## src/rtl/mw_regport.sv

```systemverilog
module mw_regport #(
  parameter int LINES = 4,
  parameter int SLOTS = 6
) (
  input  logic                     clk,
  input  logic                     rst_n,
  input  logic                     cs_n,
  input  logic                     cclk,
  input  logic                     ci,
  input  logic [LINES-1:0]         ln_sig,
  input  logic [LINES-1:0]         ln_sync,
  input  logic [LINES-1:0]         ln_bpv_tgl,
  output logic                     co,
  output logic                     co_oe,
  output logic                     int_n,
  output logic [LINES*8-1:0]       ctrl_o,
  output logic [LINES*SLOTS*8-1:0] slot_o
);
  localparam int  CNTW     = 5;
  localparam int  FRAME    = 16;
  localparam logic [2:0] CTRL_SEL = 3'd7;
  localparam logic [7:0] ST_ADDR  = 8'hFF;

  logic [2:0] cclk_p, cs_p;
  logic [1:0] ci_p;
  logic [LINES-1:0] sig_a, sig_b, syn_a, syn_b, bpv_a, bpv_b, bpv_c;

  always_ff @(posedge clk or negedge rst_n)
    if (!rst_n) begin
      cclk_p <= '0; cs_p <= '1; ci_p <= '0;
      sig_a <= '0; sig_b <= '0; syn_a <= '0; syn_b <= '0;
      bpv_a <= '0; bpv_b <= '0; bpv_c <= '0;
    end else begin
      cclk_p <= {cclk_p[1:0], cclk};
      cs_p   <= {cs_p[1:0], cs_n};
      ci_p   <= {ci_p[0], ci};
      sig_a <= ln_sig;     sig_b <= sig_a;
      syn_a <= ln_sync;    syn_b <= syn_a;
      bpv_a <= ln_bpv_tgl; bpv_b <= bpv_a; bpv_c <= bpv_b;
    end

  wire active = ~cs_p[1];
  wire rise   = cclk_p[1] & ~cclk_p[2];
  wire fall   = ~cclk_p[1] & cclk_p[2];
  wire ci_s   = ci_p[1];

  logic [CNTW-1:0] cnt;
  logic [7:0] sh_in, addr_q, out_sh, rd_byte, status;
  logic co_q;
  logic [7:0] ctrl_q [LINES];
  logic [7:0] slot_q [LINES][SLOTS];

  wire [7:0] addr_nxt = {sh_in[6:0], ci_s};
  wire ld     = active & rise & (cnt == CNTW'(7));
  wire st_cap = ld & (addr_nxt == ST_ADDR);
  wire last   = active & rise & (cnt == CNTW'(FRAME-1));

  function automatic logic reg_ok(input logic [7:0] a);
    logic hit;
    hit = 1'b0;
    for (int l = 0; l < LINES; l++)
      if (a[7:4] == 4'(l) && (a[3:1] == CTRL_SEL || 32'(a[3:1]) < SLOTS)) hit = 1'b1;
    return hit;
  endfunction

  wire wr_en = last & ~addr_q[0] & reg_ok(addr_q);

  always_ff @(posedge clk or negedge rst_n)
    if (!rst_n) begin
      cnt <= '0; sh_in <= '0; addr_q <= '0; out_sh <= '0; co_q <= 1'b0;
    end else if (!active) begin
      cnt <= '0; out_sh <= '0; co_q <= 1'b0;
    end else begin
      if (rise && cnt != CNTW'(FRAME)) begin
        sh_in <= addr_nxt;
        cnt   <= cnt + 1'b1;
      end
      if (ld) begin
        addr_q <= addr_nxt;
        out_sh <= rd_byte;
      end else if (fall) begin
        co_q   <= out_sh[7];
        out_sh <= {out_sh[6:0], 1'b0};
      end
    end

  always_comb begin
    rd_byte = '0;
    if (addr_nxt == ST_ADDR) rd_byte = status;
    else if (reg_ok(addr_nxt))
      for (int l = 0; l < LINES; l++)
        if (addr_nxt[7:4] == 4'(l)) begin
          if (addr_nxt[3:1] == CTRL_SEL) rd_byte = ctrl_q[l];
          else
            for (int k = 0; k < SLOTS; k++)
              if (addr_nxt[3:1] == 3'(k)) rd_byte = slot_q[l][k];
        end
  end

  always_ff @(posedge clk or negedge rst_n)
    if (!rst_n) begin
      for (int l = 0; l < LINES; l++) begin
        ctrl_q[l] <= '0;
        for (int k = 0; k < SLOTS; k++) slot_q[l][k] <= '0;
      end
    end else if (wr_en) begin
      for (int l = 0; l < LINES; l++)
        if (addr_q[7:4] == 4'(l)) begin
          if (addr_q[3:1] == CTRL_SEL) ctrl_q[l] <= addr_nxt;
          for (int k = 0; k < SLOTS; k++)
            if (addr_q[3:1] == 3'(k)) slot_q[l][k] <= addr_nxt;
        end
    end

  logic [1:0] base [LINES];
  logic [1:0] prev_q [LINES];
  logic [LINES-1:0] vflag, chg_l;
  logic int_q;
  wire chg = |chg_l;

  always_comb begin
    status = '0;
    for (int l = 0; l < LINES; l++) begin
      base[l]  = syn_b[l] ? 2'b11 : (sig_b[l] ? 2'b01 : 2'b00);
      chg_l[l] = (base[l] != prev_q[l]) & ctrl_q[l][2];
      if (l < 4) status[2*l +: 2] = vflag[l] ? 2'b10 : base[l];
    end
  end

  always_ff @(posedge clk or negedge rst_n)
    if (!rst_n) begin
      vflag <= '0; int_q <= 1'b0;
      for (int l = 0; l < LINES; l++) prev_q[l] <= '0;
    end else begin
      for (int l = 0; l < LINES; l++) begin
        prev_q[l] <= base[l];
        if (!syn_b[l])                  vflag[l] <= 1'b0;
        else if (bpv_b[l] ^ bpv_c[l])  vflag[l] <= 1'b1;
        else if (st_cap)               vflag[l] <= 1'b0;
      end
      if (chg)         int_q <= 1'b1;
      else if (st_cap) int_q <= 1'b0;
    end

  for (genvar l = 0; l < LINES; l++) begin : g_out
    assign ctrl_o[l*8 +: 8] = ctrl_q[l];
    for (genvar k = 0; k < SLOTS; k++) begin : g_slot
      assign slot_o[(l*SLOTS+k)*8 +: 8] = slot_q[l][k];
    end
  end

  assign co    = co_q;
  assign co_oe = active;
  assign int_n = ~int_q;
endmodule


```

## config.mk

```make
export PLATFORM = sky130hd
export DESIGN_NAME = mw_regport
export DESIGN_NICKNAME = d
export VERILOG_FILES = /design/src/rtl/mw_regport.sv
export SDC_FILE = /design/constraint.sdc
export NUM_CORES = 1
export LEC_CHECK = 0
export ABC_AREA = 1
export BUFFER_PORTS_ARGS = -buffer_cell sky130_fd_sc_hd__buf_4
export CAP_MARGIN = 20
export CORE_MARGIN = 1.5
export CORE_UTILIZATION = 51
export CTS_BUF_LIST = sky130_fd_sc_hd__clkbuf_4 sky130_fd_sc_hd__clkbuf_8
export CTS_CLUSTER_DIAMETER = 150
export DETAILED_ROUTE_END_ITERATION = 6
export GPL_TIMING_DRIVEN = 0
export PLACE_DENSITY = 0.77
export SETUP_SLACK_MARGIN = 0.4
export SKIP_CTS_REPAIR_TIMING = 1
export SYNTH_ARGS = -nofsm -noshare
export SYNTH_HDL_FRONTEND = slang
export SYNTH_SLANG_ARGS = --single-unit
```

## constraint.sdc

```tcl
create_clock -name clk -period 2.55 [get_ports clk]
set_input_delay 0.1275 -clock clk [delete_from_list [all_inputs] [get_ports clk]]
set_output_delay 0.1275 -clock clk [all_outputs]
set_load 0.02 [all_outputs]
```

==> results.txt <==
Initial Util = 52.2%
Most frequent cells in the layout = nand2_1 (562), dfrtp_1 (296), buf_4 (291), nor2_1 (165), o21ai_0 (139)
Final Net Count = 2191
Routed WL = 52300 um
Syn nets = 1759
Initial DRC Count = 1993
Die extent in y = 167 um
Unrepaired setup endpoints after global routing = yes
Setup Skew = 0.0383 ns
Gpl congestion = 0.984
Compound-gate portion of the synthesized area = 12.1%
Std cell rows = 59
Ant diodes = 0
Initial antenna violation count = 1
Yosys warnings = 0
Final Hold Fails = 0
CP required = 3.01 ns
Vias in the first global route = 12300
Post-synth ARST share = 100%
Cell area after synthesis = 0.0137 mm2
Area leader, netlist = dfrtp_1
Leak = 0.00987 uW
CTS Root Buffer Type = clkbuf_8
Syn_area_per_cell = 7.87 um2
Critical-path top delay cell = dfrtp_1
Commonest non-fill, non-tap cell in the layout = nand2_1
TritonCTS Sinks = 301
Failing checks = DRC, setup timing
Top cell by count, worst path = nand2_1
Reg2reg start = sh_in[1]
Status = complete, but fails checks
Post-Syn Instances = 1739
Worst skew pair latency = 0.60 ns
Multi-input gate area = 0.00661 mm2
Fin. max-slew vios = 0
Peak supply drop = 0.416 mV
Placed inst area = 0.0160 mm2
Critical path launch point type = flop
Number of distinct library cells after synthesis = 38
Share of total power in sequential cells = 38.8%
Post-synthesis sequential area ratio = 55.1%
Core Region = 0.0262 mm2
Crit path time final = 3.89 ns
Post-route setup slack = -1.34 ns
PwrDens = 637 mW/mm2
Slew Limit Headroom = 30.7%
Clock network power share = 36.3%
Slew @ Worst Pin = 1.04 ns
FMAX = 0.257 GHz
DR WL/cell = 20.6 um
WS Path Type = reg -> reg
Primary FF master, synth = dfrtp_1
Area share of the largest cell type after synthesis = 54.7%
Largest family of logic cells by synthesized area = simple AND/OR/NAND/NOR gates
Die W = 167 um
Grt total ovfl = 0
Fillers = 1774
Area Overhead vs Synth = 44.8%
TritonCTS clock tree = yes
MaxCap Viol Count = 0
H-tree levels = 2
CP max stage delay = 0.35 ns
GRT Util Overall = 32.3%
IO Count = 244
Routed Antenna Nets = 0
Dpl hpwl = 32900 um
Worst setup EP type = flop
Die ar. = 0.0278 mm2
XOR/XNOR Fraction of Synth Area = 0.640%
DRC = 16
Vias per cell = 5.82
Place WS = -1.19 ns
Num CTS Buffers = 51
Sw Share = 34.0%
Portion of netlist area occupied by mux cells = 0%
First-pass GRT wire length = 69500 um
WHS = 0.0806 ns
Worst EP arrival = 4.36 ns
Flop and latch count out of synthesis = 301
Setup Viol. Count Final = 11
Worst-path fanout max = 8
Register area = 0.00754 mm2
PortBufs = 243
Synth top area cells = dfrtp_1 (55%), nand2_1 (18%), o21ai_0 (9.4%)
Largest net degree at the start of global routing = 126
Simple-gate share of the synthesized area = 26.8%
P_int = 8330 uW
Post-Synth Adder-Cell Area = 0.274%
Combinational fraction of design power = 24.8%
TritonRoute pass-1 iters = 7
Beginning of the critical path = sh_in[1]
Net Sw Power = 4290 uW
Worst Hold Class = in -> async
Post-synth EDFFs = 0
Clock slew at reported path FFs = 0.07 ns
Layout cells sized above 1 = 35.0%
Clk buf depth = 3
Detailed-route via count = 14800
Final period utilization = 153%
Design Area, Final = 0.0198 mm2
## metal layers
metal	share of wire (%)	global-route usage, %	vias up
li1	-	-	6460
met5	0.021	0	-
met1	37	44.8	7027
met4	6.1	11.3	2
met2	46	51.5	1049
met3	11	5.68	266
## worst paths after layout
kind                               endpoint  slack [ns]  cells after the start
worst max-delay path              out_sh[5]       -1.34                     42
worst min-delay path              slot_o[9]        0.08                      2
worst max register to register    out_sh[5]       -1.34                     42
worst min register to register      ci_p[1]        0.34                      0
max in group asynchronous       slot_o[151]        1.38                      3
min in group clk                  cclk_p[0]        0.19                      2
## critical path: cells and delay by family, from the launching register on
family | cells | cell delay (ns)
AND/OR/NAND/NOR | 39 | 3.09
buffers and inverters | 3 | 0.30
flip-flops | 1 | 0.35
## power by group through the flow
stage	Clock [uW]	Sequential [uW]	Combinational (uW)
after detailed placement	0	4990	2530
after floorplan	0	4970	1620
after CTS	4560	4900	2540
final	4590	4900	3130
after global placement	0	4980	2490
after global routing	4830	4910	3370
## cells in the mapped netlist, types with 2 or more instances
library cell / number
a21boi_0: 2
a21oi_1: 51
a31oi_1: 3
buf_1: 3
buf_2: 20
buf_4: 6
buf_6: 2
clkbuf_1: 67
dfrtp_1: 299
dfstp_2: 2
ha_1: 3
inv_1: 60
inv_2: 10
nand2_1: 671
nand2_2: 2
nand3_1: 42
nand4_1: 9
nor2_1: 173
nor3_1: 17
nor4_1: 3
o21ai_0: 258
o22ai_1: 2
or2_2: 11
xnor2_1: 8
xor2_1: 2
## cells by family after synthesis
kind of cell	Yosys count
simple gates	933
compound gates	323
flops	301
buf+inv	169
xor+xnor	10
fa+ha+maj	3
## cell type report
cell class | count | area share [%]
repair buffers | 379 | 16.1
clock buffers | 78 | 4.98
well taps | 335 | 2.12
flip-flops and latches | 301 | 38.1
inverters | 71 | 1.48
plain buffers | 98 | 3.52
multi-input cells | 1269 | 33.3
clock inverters | 11 | 0.448
## sequential cells by signal (all words and copies together) (netlist names)
signal,cells
addr_q,8
bpv_a,4
bpv_b,4
bpv_c,4
cclk_p,3
ci_p,2
cnt,5
co,1
cs_p,2
ctrl_o,32
int_q,1
out_sh,8
prev_q,8
sh_in,7
sig_a,4
sig_b,4
slot_o,192
syn_a,4
syn_b,4
vflag,4
## per-stage QoR
step           TNS, ns  instances  total power (uW)  util [%]
3_5_place_dp    -30.92       2320              7510      61.2
6_report         -9.56       2542             12600      75.6
5_1_grt         -11.75       2542             13100      75.6
4_1_cts         -42.18       2409             12000      65.3
3_3_place_gp   -364.26       2317              7470      61.0
2_1_floorplan   -0.740       1739              6590         -
No activity file was read; power rests on OpenSTA's default activity.
